--- src/rtl/cpr_pkg.sv ---
// Package: field positions of the channel power control register.
// Assumes channel enables sit in a contiguous field above the reserved bit,
// and that the idle-mode bit sits directly above the last channel bit.
package cpr_pkg;
    localparam int FLAG_BIT = 0;   // sticky thermal shutdown flag
    localparam int RSVD_BIT = 1;   // reserved, reads 0
    localparam int CH_BASE  = 2;   // first channel enable bit

    // Register width for a given channel count: flag, reserved, channels, idle.
    function automatic int reg_width(input int nch);
        return nch + 3;
    endfunction
endpackage

--- src/rtl/cpr_sync.sv ---
// Module: multi-flop synchroniser for the asynchronous over-temperature input.
// Assumes STAGES >= 1; resets to "no over-temperature".
module cpr_sync #(
    parameter int STAGES = 2
) (
    input  logic clk,
    input  logic rst_n,
    input  logic d_async,
    output logic q_sync
);
    logic [STAGES-1:0] chain_q;

    generate
        for (genvar s = 0; s < STAGES; s++) begin : g_stage
            if (s == 0) begin : g_first
                // Capture the raw input in the first flop.
                always_ff @(posedge clk) begin
                    if (!rst_n) chain_q[s] <= 1'b0;
                    else        chain_q[s] <= d_async;
                end
            end else begin : g_next
                // Pass the value along the chain.
                always_ff @(posedge clk) begin
                    if (!rst_n) chain_q[s] <= 1'b0;
                    else        chain_q[s] <= chain_q[s-1];
                end
            end
        end
    endgenerate

    assign q_sync = chain_q[STAGES-1];
endmodule

--- src/rtl/cpr_stage.sv ---
// Module: holds a control write as pending until the next completed frame.
// Any completed frame (control or other) commits what is pending. A control
// frame then becomes the new pending value. Assumes strobes last one cycle.
module cpr_stage #(
    parameter int W = 6
) (
    input  logic         clk,
    input  logic         rst_n,
    input  logic         cfg_wr,
    input  logic [W-1:0] cfg_word,
    input  logic         frame_done,
    output logic         commit,
    output logic [W-1:0] commit_word
);
    logic         pend_vld_q;
    logic [W-1:0] pend_q;
    logic         frame_evt;

    // Any completed frame of either kind.
    assign frame_evt = cfg_wr | frame_done;

    // Release the pending value on a completed frame.
    always_comb begin
        commit      = frame_evt & pend_vld_q;
        commit_word = pend_q;
    end

    // Track whether a value is pending; only a control frame leaves one behind.
    always_ff @(posedge clk) begin
        if (!rst_n)         pend_vld_q <= 1'b0;
        else if (frame_evt) pend_vld_q <= cfg_wr;
    end

    // Capture the data of each control frame.
    always_ff @(posedge clk) begin
        if (!rst_n)      pend_q <= '0;
        else if (cfg_wr) pend_q <= cfg_word;
    end
endmodule

--- src/rtl/cpr_core.sv ---
// Module: committed control bits, sticky thermal flag and derived outputs.
// Assumes commit is a one-cycle pulse and ovt_sync is already synchronised.
// A clearing commit wins over a live over-temperature for one cycle.
module cpr_core #(
    parameter int NUM_CH = 4,
    localparam int CW    = NUM_CH + 1     // channel bits plus idle bit
) (
    input  logic              clk,
    input  logic              rst_n,
    input  logic              commit,
    input  logic [CW-1:0]     commit_ctl,
    input  logic              commit_flag_bit,
    input  logic              ovt_sync,
    output logic [NUM_CH-1:0] ch_en,
    output logic              idle_hiz,
    output logic              alarm_n,
    output logic [CW+1:0]     rd_data
);
    import cpr_pkg::*;

    localparam logic [CW-1:0] CTL_RST = {1'b1, {NUM_CH{1'b0}}};

    logic [CW-1:0] ctl_q;
    logic          flag_q;
    logic          clr_req;

    // A committed word with a 0 in the flag position requests a clear.
    assign clr_req = commit & ~commit_flag_bit;

    // Committed channel enables and idle mode.
    always_ff @(posedge clk) begin
        if (!rst_n)      ctl_q <= CTL_RST;
        else if (commit) ctl_q <= commit_ctl;
    end

    // Sticky thermal flag: cleared only by software, set only by the sensor.
    always_ff @(posedge clk) begin
        if (!rst_n)        flag_q <= 1'b0;
        else if (clr_req)  flag_q <= 1'b0;
        else if (ovt_sync) flag_q <= 1'b1;
    end

    // Derive outputs; a set flag overrides every channel enable.
    always_comb begin
        ch_en    = ctl_q[NUM_CH-1:0] & {NUM_CH{~flag_q}};
        idle_hiz = ctl_q[NUM_CH];
        alarm_n  = ~flag_q;
        rd_data  = '0;
        rd_data[CW+CH_BASE-1:CH_BASE] = ctl_q;
        rd_data[FLAG_BIT]             = flag_q;
    end
endmodule

--- src/rtl/chan_pwr_ctl.sv ---
// Module: channel power control register with thermal shutdown latch (top).
// Assumes cfg_wr and frame_done are one-cycle strobes in the clk domain and
// ovt_raw may be asynchronous. The reserved bit of written data is dropped.
module chan_pwr_ctl #(
    parameter int NUM_CH      = 4,
    parameter int SYNC_STAGES = 2,
    localparam int RW         = cpr_pkg::reg_width(NUM_CH),
    localparam int CW         = NUM_CH + 1
) (
    input  logic              clk,
    input  logic              rst_n,
    input  logic              cfg_wr,
    input  logic [RW-1:0]     cfg_wdata,
    input  logic              frame_done,
    input  logic              ovt_raw,
    output logic [NUM_CH-1:0] ch_en,
    output logic              idle_hiz,
    output logic              alarm_n,
    output logic [RW-1:0]     rd_data
);
    import cpr_pkg::*;

    logic          ovt_s;
    logic          commit;
    logic [CW:0]   stage_in;
    logic [CW:0]   stage_out;
    logic          rsvd_unused;

    // Reserved bit carries no state.
    assign rsvd_unused = cfg_wdata[RSVD_BIT];

    // Pack the control field and the flag bit for staging.
    assign stage_in = {cfg_wdata[RW-1:CH_BASE], cfg_wdata[FLAG_BIT]};

    cpr_sync #(.STAGES(SYNC_STAGES)) sync_i (
        .clk     (clk),
        .rst_n   (rst_n),
        .d_async (ovt_raw),
        .q_sync  (ovt_s)
    );

    cpr_stage #(.W(CW + 1)) stage_i (
        .clk         (clk),
        .rst_n       (rst_n),
        .cfg_wr      (cfg_wr),
        .cfg_word    (stage_in),
        .frame_done  (frame_done),
        .commit      (commit),
        .commit_word (stage_out)
    );

    cpr_core #(.NUM_CH(NUM_CH)) core_i (
        .clk             (clk),
        .rst_n           (rst_n),
        .commit          (commit),
        .commit_ctl      (stage_out[CW:1]),
        .commit_flag_bit (stage_out[0]),
        .ovt_sync        (ovt_s),
        .ch_en           (ch_en),
        .idle_hiz        (idle_hiz),
        .alarm_n         (alarm_n),
        .rd_data         (rd_data)
    );
endmodule

--- config.mk ---
export PLATFORM = sky130hd
export DESIGN_NAME = chan_pwr_ctl
export DESIGN_NICKNAME = d
export VERILOG_FILES = /design/src/rtl/cpr_pkg.sv /design/src/rtl/cpr_sync.sv /design/src/rtl/cpr_stage.sv /design/src/rtl/cpr_core.sv /design/src/rtl/chan_pwr_ctl.sv
export SDC_FILE = /design/constraint.sdc
export NUM_CORES = 1
export LEC_CHECK = 0
export BUFFER_PORTS_ARGS = -buffer_cell sky130_fd_sc_hd__buf_2
export CAP_MARGIN = 10
export CORE_MARGIN = 4
export CORE_UTILIZATION = 44
export CTS_CLUSTER_SIZE = 28
export DETAILED_ROUTE_END_ITERATION = 12
export PLACE_DENSITY = 0.84
export SLEW_MARGIN = 20
export SYNTH_ARGS = -nofsm -noshare
export SYNTH_HDL_FRONTEND = slang
export SYNTH_HIERARCHICAL = 1
export SYNTH_SLANG_ARGS = --single-unit
--- constraint.sdc ---
create_clock -name clk -period 1.4 [get_ports clk]
set_clock_uncertainty 0.2 [all_clocks]
set_input_delay 0.14 -clock clk [delete_from_list [all_inputs] [get_ports clk]]
set_output_delay 0.14 -clock clk [all_outputs]
set_load 0.03 [all_outputs]
==> results of run 1 <==
-- power by group --
| part | internal (uW) | switching, uW | total, uW |
|---|---|---|---|
| clock network | 106 | 141 | 247 |
| registers | 448 | 12.1 | 460 |
| logic | 64.0 | 67.3 | 131 |
-- layer usage --
metal	part of all wire [%]	wire, um
met1	44	520
met2	49	587
met3	6.7	79
met4	0	0
met5	0	0
-- final timing paths --
| kind | from | to | slack (ns) | cells after the start |
|---|---|---|---|---|
| worst max-delay path | core_i/ctl_q[3] | ch_en[3] | 0.09 | 2 |
| worst min-delay path | cfg_wr | stage_i/pend_vld_q | 0.07 | 3 |
| worst max register to register | stage_i/pend_vld_q | core_i/ctl_q[4] | 0.13 | 3 |
| worst min register to register | sync_i/chain_q[0] | sync_i/q_sync | 0.24 | 1 |
-- tightest hold or removal path, delay by kind of cell --
family / cells / cell delay, ns
buf+inv: 2 / 0.26
compound gates: 1 / 0.13
-- layout make-up --
cell class              count  area (um^2)  share of cell area [%]
multi-input cells          34          249                    30.7
repair buffers             32          208                    25.6
clock buffers               3         22.5                    2.77
clock inverters             1         5.00                   0.616
inverters                   2         7.51                   0.924
well taps                  15         18.8                    2.31
flip-flops and latches     15          302                    37.1
-- registers in the layout, indices dropped and copies added (netlist names) --
name,flops
core_i/flag_q,1
stage_i/commit_word,6
core_i/ctl_q,5
sync_i/q_sync,1
sync_i/chain_q,1
stage_i/pend_vld_q,1
-- cells in the mapped netlist --
cell type / instances / area (um^2)
conb_1: 1 / 3.75
mux2i_1: 11 / 110
dfxtp_1: 15 / 300
a21oi_1: 1 / 5.00
inv_1: 2 / 7.51
and2_1: 2 / 12.5
o21ai_0: 1 / 5.00
nand2_1: 1 / 3.75
buf_6: 2 / 22.5
nor2b_1: 15 / 93.8
o21a_1: 2 / 15.0
buf_4: 3 / 22.5
-- cell families after synthesis --
family	synth area share, %
mux	18.3
buf+inv	8.73
simple gates	18.3
flops	49.9
compound gates	4.16
other cells	0.623
-- through the flow --
stage | cells | hold slack (ns) | total power (uW) | util [%]
finish | 102 | 0.0749 | 838 | 62.4
global route | 102 | 0.0854 | 878 | 62.4
CTS | 102 | 0.0717 | 842 | 62.3
detailed placement | 89 | 0.145 | 582 | 53.3
global placement | 89 | 0.139 | 577 | 53.3
floorplan | 56 | 0.00194 | 554 | -
-- what timing repair did --
item | CTS | global route
endpoints found under the setup margin | 0 | 3
endpoints found under the hold margin | 10 | 0
resized for setup | 0 | 1
hold buffers | 9 | 0
==> summary.md, run 1 <==
| Metric | Value |
|---|---|
| Sequential share of the synthesized area | 49.9% |
| Placed cell areas | 693 um^2 |
| Critical path class | reg -> out |
| Vias in the first global route | 413 |
| Met3 Use GR | 2.39% |
| Critical Path RT | 1.06 ns |
| Die width | 45.0 um |
| Core area | 0.00130 mm^2 |
| Max-slew violation count | 0 |
| Met1 Usage GRT | 16.7% |
| CP top delay family | flip-flops |
| Fillcell total | 110 |
| CP arrival | 0.97 ns |
| Post-Syn Instances | 56 |
| Pwr per Cell Area | 1030 mW/mm^2 |
| GRT Overall Usage | 13.4% |
| Clk root buf | clkbuf_4 |
| # diodes | 0 |
| Most frequent cells in the layout | buf_2 (22), nor2b_1 (15), dfxtp_1 (14) |
| CP peak stage delay | 0.35 ns |
| Final period util | 93.6% |
| Fin area | 812 um^2 |
| Die Footprint | 0.00202 mm^2 |
| Final Hold Viols | 0 |
| Flops & latches, synth | 15 |
| Syn_area_per_cell | 10.7 um^2 |
| Antenna Nets Post-Route | 0 |
| Overflow after GRT | 0 |
| First-pass GRT wire length | 1.90 mm |
| Area Growth Syn to Fin | 34.9% |
| Setup TNS | 0 ns |
| Initial Utilization | 46.2% |
| Ratio of cells with drive above 1 in the final layout | 32.2% |
| Port Buf Inserts | 22 |
| Final WL | 1.19 mm |
| Crit start category | flip-flop |
| Post-Place Worst Slack | 0.144 ns |
| Placer Congestion | 0.634 |
| Library cells used by synthesis | 12 |
| 1st-pass router iterations | 5 |
| CTS max path bufs | 2 |
| H-tree depth | 1 |
| CTS Buf Count | 3 |
| Fin worst setup slack | 0.0890 ns |
| Slowest CP cell | dfxtp_1 |
| Crit Path Max Fanout | 3 |
| Peak VDD IR | 0.673 mV |
| Setup-failing EPs final | 0 |
| Final nets | 100 |
| Netlist Area Pre-Place | 602 um^2 |
| Peak Freq | 763 MHz |
| Tmin final | 1.31 ns |
| Met2 usage | 20.9% |
| CP Buf/Inv Count | 1 |
| DRC viols | 0 |
| Outcome | complete, no violations |
| Syn_nets | 68 |
| Most Crowded Layer GR | met2 |
| Postcts setup bufs | 0 |
| CP Capture Type | output port |
| Worst skew pair latency | 0.28 ns |
| Crit-path cells | nor2b_1 -> buf_2 |
| CTS clk-pin slew, worst paths | 0.09 ns |
| CTS tree | yes |
| Largest net degree at the start of global routing | 16 |
| Max-cap viol count | 0 |
| Iteration-0 DRC Markers | 7 |
| LEAKAGE | 0.000385 uW |
| Initial antenna violation count | 0 |
| Hold Path Class | in -> reg |
| Clk sinks | 15 |
| Yosys warning count | 6 |
| Die H | 45.0 um |
| Vias | 445 |
| RSZ-0062 raised after global routing | false |
| # rows | 13 |
| Avg Vias per Cell | 4.36 |
| WL per Instance | 11.6 um |
| Io pins | 25 |
| Commonest non-fill, non-tap cell in the layout | buf_2 |
Note: power is estimated with default switching activity, not from simulation.
==> run 2: changes to the inputs <==
--- a/config.mk
+++ b/config.mk
@@ -8,10 +8,10 @@
 export BUFFER_PORTS_ARGS = -buffer_cell sky130_fd_sc_hd__buf_2
 export CAP_MARGIN = 10
 export CORE_MARGIN = 4
-export CORE_UTILIZATION = 44
+export CORE_UTILIZATION = 39
 export CTS_CLUSTER_SIZE = 28
 export DETAILED_ROUTE_END_ITERATION = 12
-export PLACE_DENSITY = 0.84
+export PLACE_DENSITY = 0.77
 export SLEW_MARGIN = 20
 export SYNTH_ARGS = -nofsm -noshare
 export SYNTH_HDL_FRONTEND = slang
==> summary.md, run 2 (synthesis results as in run 1) <==
| Metric | Value |
|---|---|
| Outcome | complete, no violations |
| Worst skew pair latency | 0.27 ns |
| Comb pwr share | 15.9% |
| # rows | 13 |
| Antenna Nets Post-Route | 0 |
| RSZ-0062 raised after global routing | false |
| DRC viols | 0 |
| Setup-failing EPs final | 0 |
| Iteration-0 DRC Markers | 7 |
| Max-slew violation count | 0 |
| Setup TNS | 0 ns |
| Crit-path cells | nor2b_1 -> buf_2 |
| Max-cap viol count | 0 |
| P_int | 622 uW |
| Initial Utilization | 43.5% |
| Hold Path Class | in -> reg |
| WL per Instance | 11.3 um |
| Die H | 47.3 um |
| Avg Vias per Cell | 4.53 |
| FF-to-FF setup slack | 0.13 ns |
| Area Growth Syn to Fin | 34.7% |
| Pwr per Cell Area | 1020 mW/mm^2 |
| CP peak stage delay | 0.36 ns |
| Clk sinks | 15 |
| Net Sw Frac | 24.5% |
| CTS tree | yes |
| Ratio of cells with drive above 1 in the final layout | 31.0% |
| Core area | 0.00138 mm^2 |
| Fillcell total | 117 |
| First-pass GRT wire length | 1.89 mm |
| Die Footprint | 0.00224 mm^2 |
| Final period util | 94.0% |
| Share of total power in sequential cells | 55.8% |
| CP arrival | 0.98 ns |
| Peak VDD IR | 0.873 mV |
| Overflow after GRT | 0 |
| Most frequent cells in the layout | buf_2 (22), nor2b_1 (15), dfxtp_1 (14) |
| Initial antenna violation count | 0 |
| Commonest non-fill, non-tap cell in the layout | buf_2 |
| Crit Path Max Fanout | 3 |
| Largest register FFs | 6 |
| Tot Pwr | 824 uW |
| Port Buf Inserts | 22 |
| Hold WS | 0.0918 ns |
| CP Capture Type | output port |
| Post-DP HPWL | 770 um |
| GRT Overall Usage | 12.7% |
| Final nets | 100 |
| Largest net degree at the start of global routing | 16 |
| Sw power | 202 uW |
| Io pins | 25 |
| Die width | 47.3 um |
| Crit start category | flip-flop |
| Slowest CP cell | dfxtp_1 |
| Postcts setup bufs | 0 |
| Vias | 462 |
| Final Hold Viols | 0 |
| CTS Buf Count | 3 |
| Placer Congestion | 0.726 |
| H-tree depth | 1 |
| Critical path class | reg -> out |
| Clk root buf | clkbuf_4 |
| Storage cell area | 302 um^2 |
| CTS clk-pin slew, worst paths | 0.08 ns |
| Tmin final | 1.32 ns |
| Peak Freq | 760 MHz |
| CTS max path bufs | 2 |
| # diodes | 0 |
| LEAKAGE | 0.000382 uW |
| Clk pwr share | 28.3% |
| Vias in the first global route | 446 |
| Critical Path RT | 1.06 ns |
| Final WL | 1.15 mm |
| Area occupied by multi-input gates | 249 um^2 |
| 1st-pass router iterations | 2 |
## run 2: cell count changes in the layout (fill, tap and decap cells not counted)
cell and delta:
clkbuf_1 +1, clkinv_2 -1
## run 2: timing repair
| action | CTS | global route |
|---|---|---|
| endpoints found under the setup margin | 0 | 4 |
| endpoints found under the hold margin | 9 | 0 |
| resized for setup | 0 | 1 |
| hold buffers | 9 | 0 |
## run 2: cell type report
cell class,instances,share of cell area (%)
clock buffers,4,3.24
well taps,15,2.31
repair buffers,32,25.6
flip-flops and latches,15,37.2
inverters,2,0.926
multi-input cells,34,30.7
## run 2: routing by layer
layer / wire, um / share of wire, % / vias to the layer above / global-route usage (%)
li1: - / - / 237 / -
met2: 584 / 51 / 15 / 21.4
met5: 0 / 0 / - / 0
met4: 0 / 0 / 0 / 3.31
met1: 484 / 42 / 210 / 13.8
met3: 80 / 7.0 / 0 / 6.90
## run 2: power groups by stage
stage          sequential [uW]  clock [uW]  combinational (uW)
2_1_floorplan              477           0                77.3
3_5_place_dp               470           0                 112
6_report                   460         233                 131
4_1_cts                    460         246                 131
3_3_place_gp               469           0                 110
5_1_grt                    463         270                 143
## run 2: worst paths after layout
check	cells after the start	startpoint	end
min reg2reg	2	stage_i/commit_word[0]	core_i/flag_q
min	3	cfg_wr	stage_i/pend_vld_q
max reg2reg	3	stage_i/pend_vld_q	core_i/ctl_q[2]
max	2	core_i/ctl_q[3]	ch_en[3]
## run 2: worst max-delay path, delay by kind of cell, from the launching register on
family / cells / cell delay, ns
DFF: 1 / 0.36
and+or+nand+nor: 1 / 0.14
buffers and inverters: 1 / 0.21
## run 2: metrics by stage
step	worst slack (ns)	instances	utilization, %	area, um^2
final	0.0846	102	58.6	811
after global routing	0.0190	102	58.6	811
after CTS	0.0462	102	58.6	810
after detailed placement	0.139	89	50.1	693
after global placement	0.168	89	50.1	693
after floorplan	0.0505	56	-	602
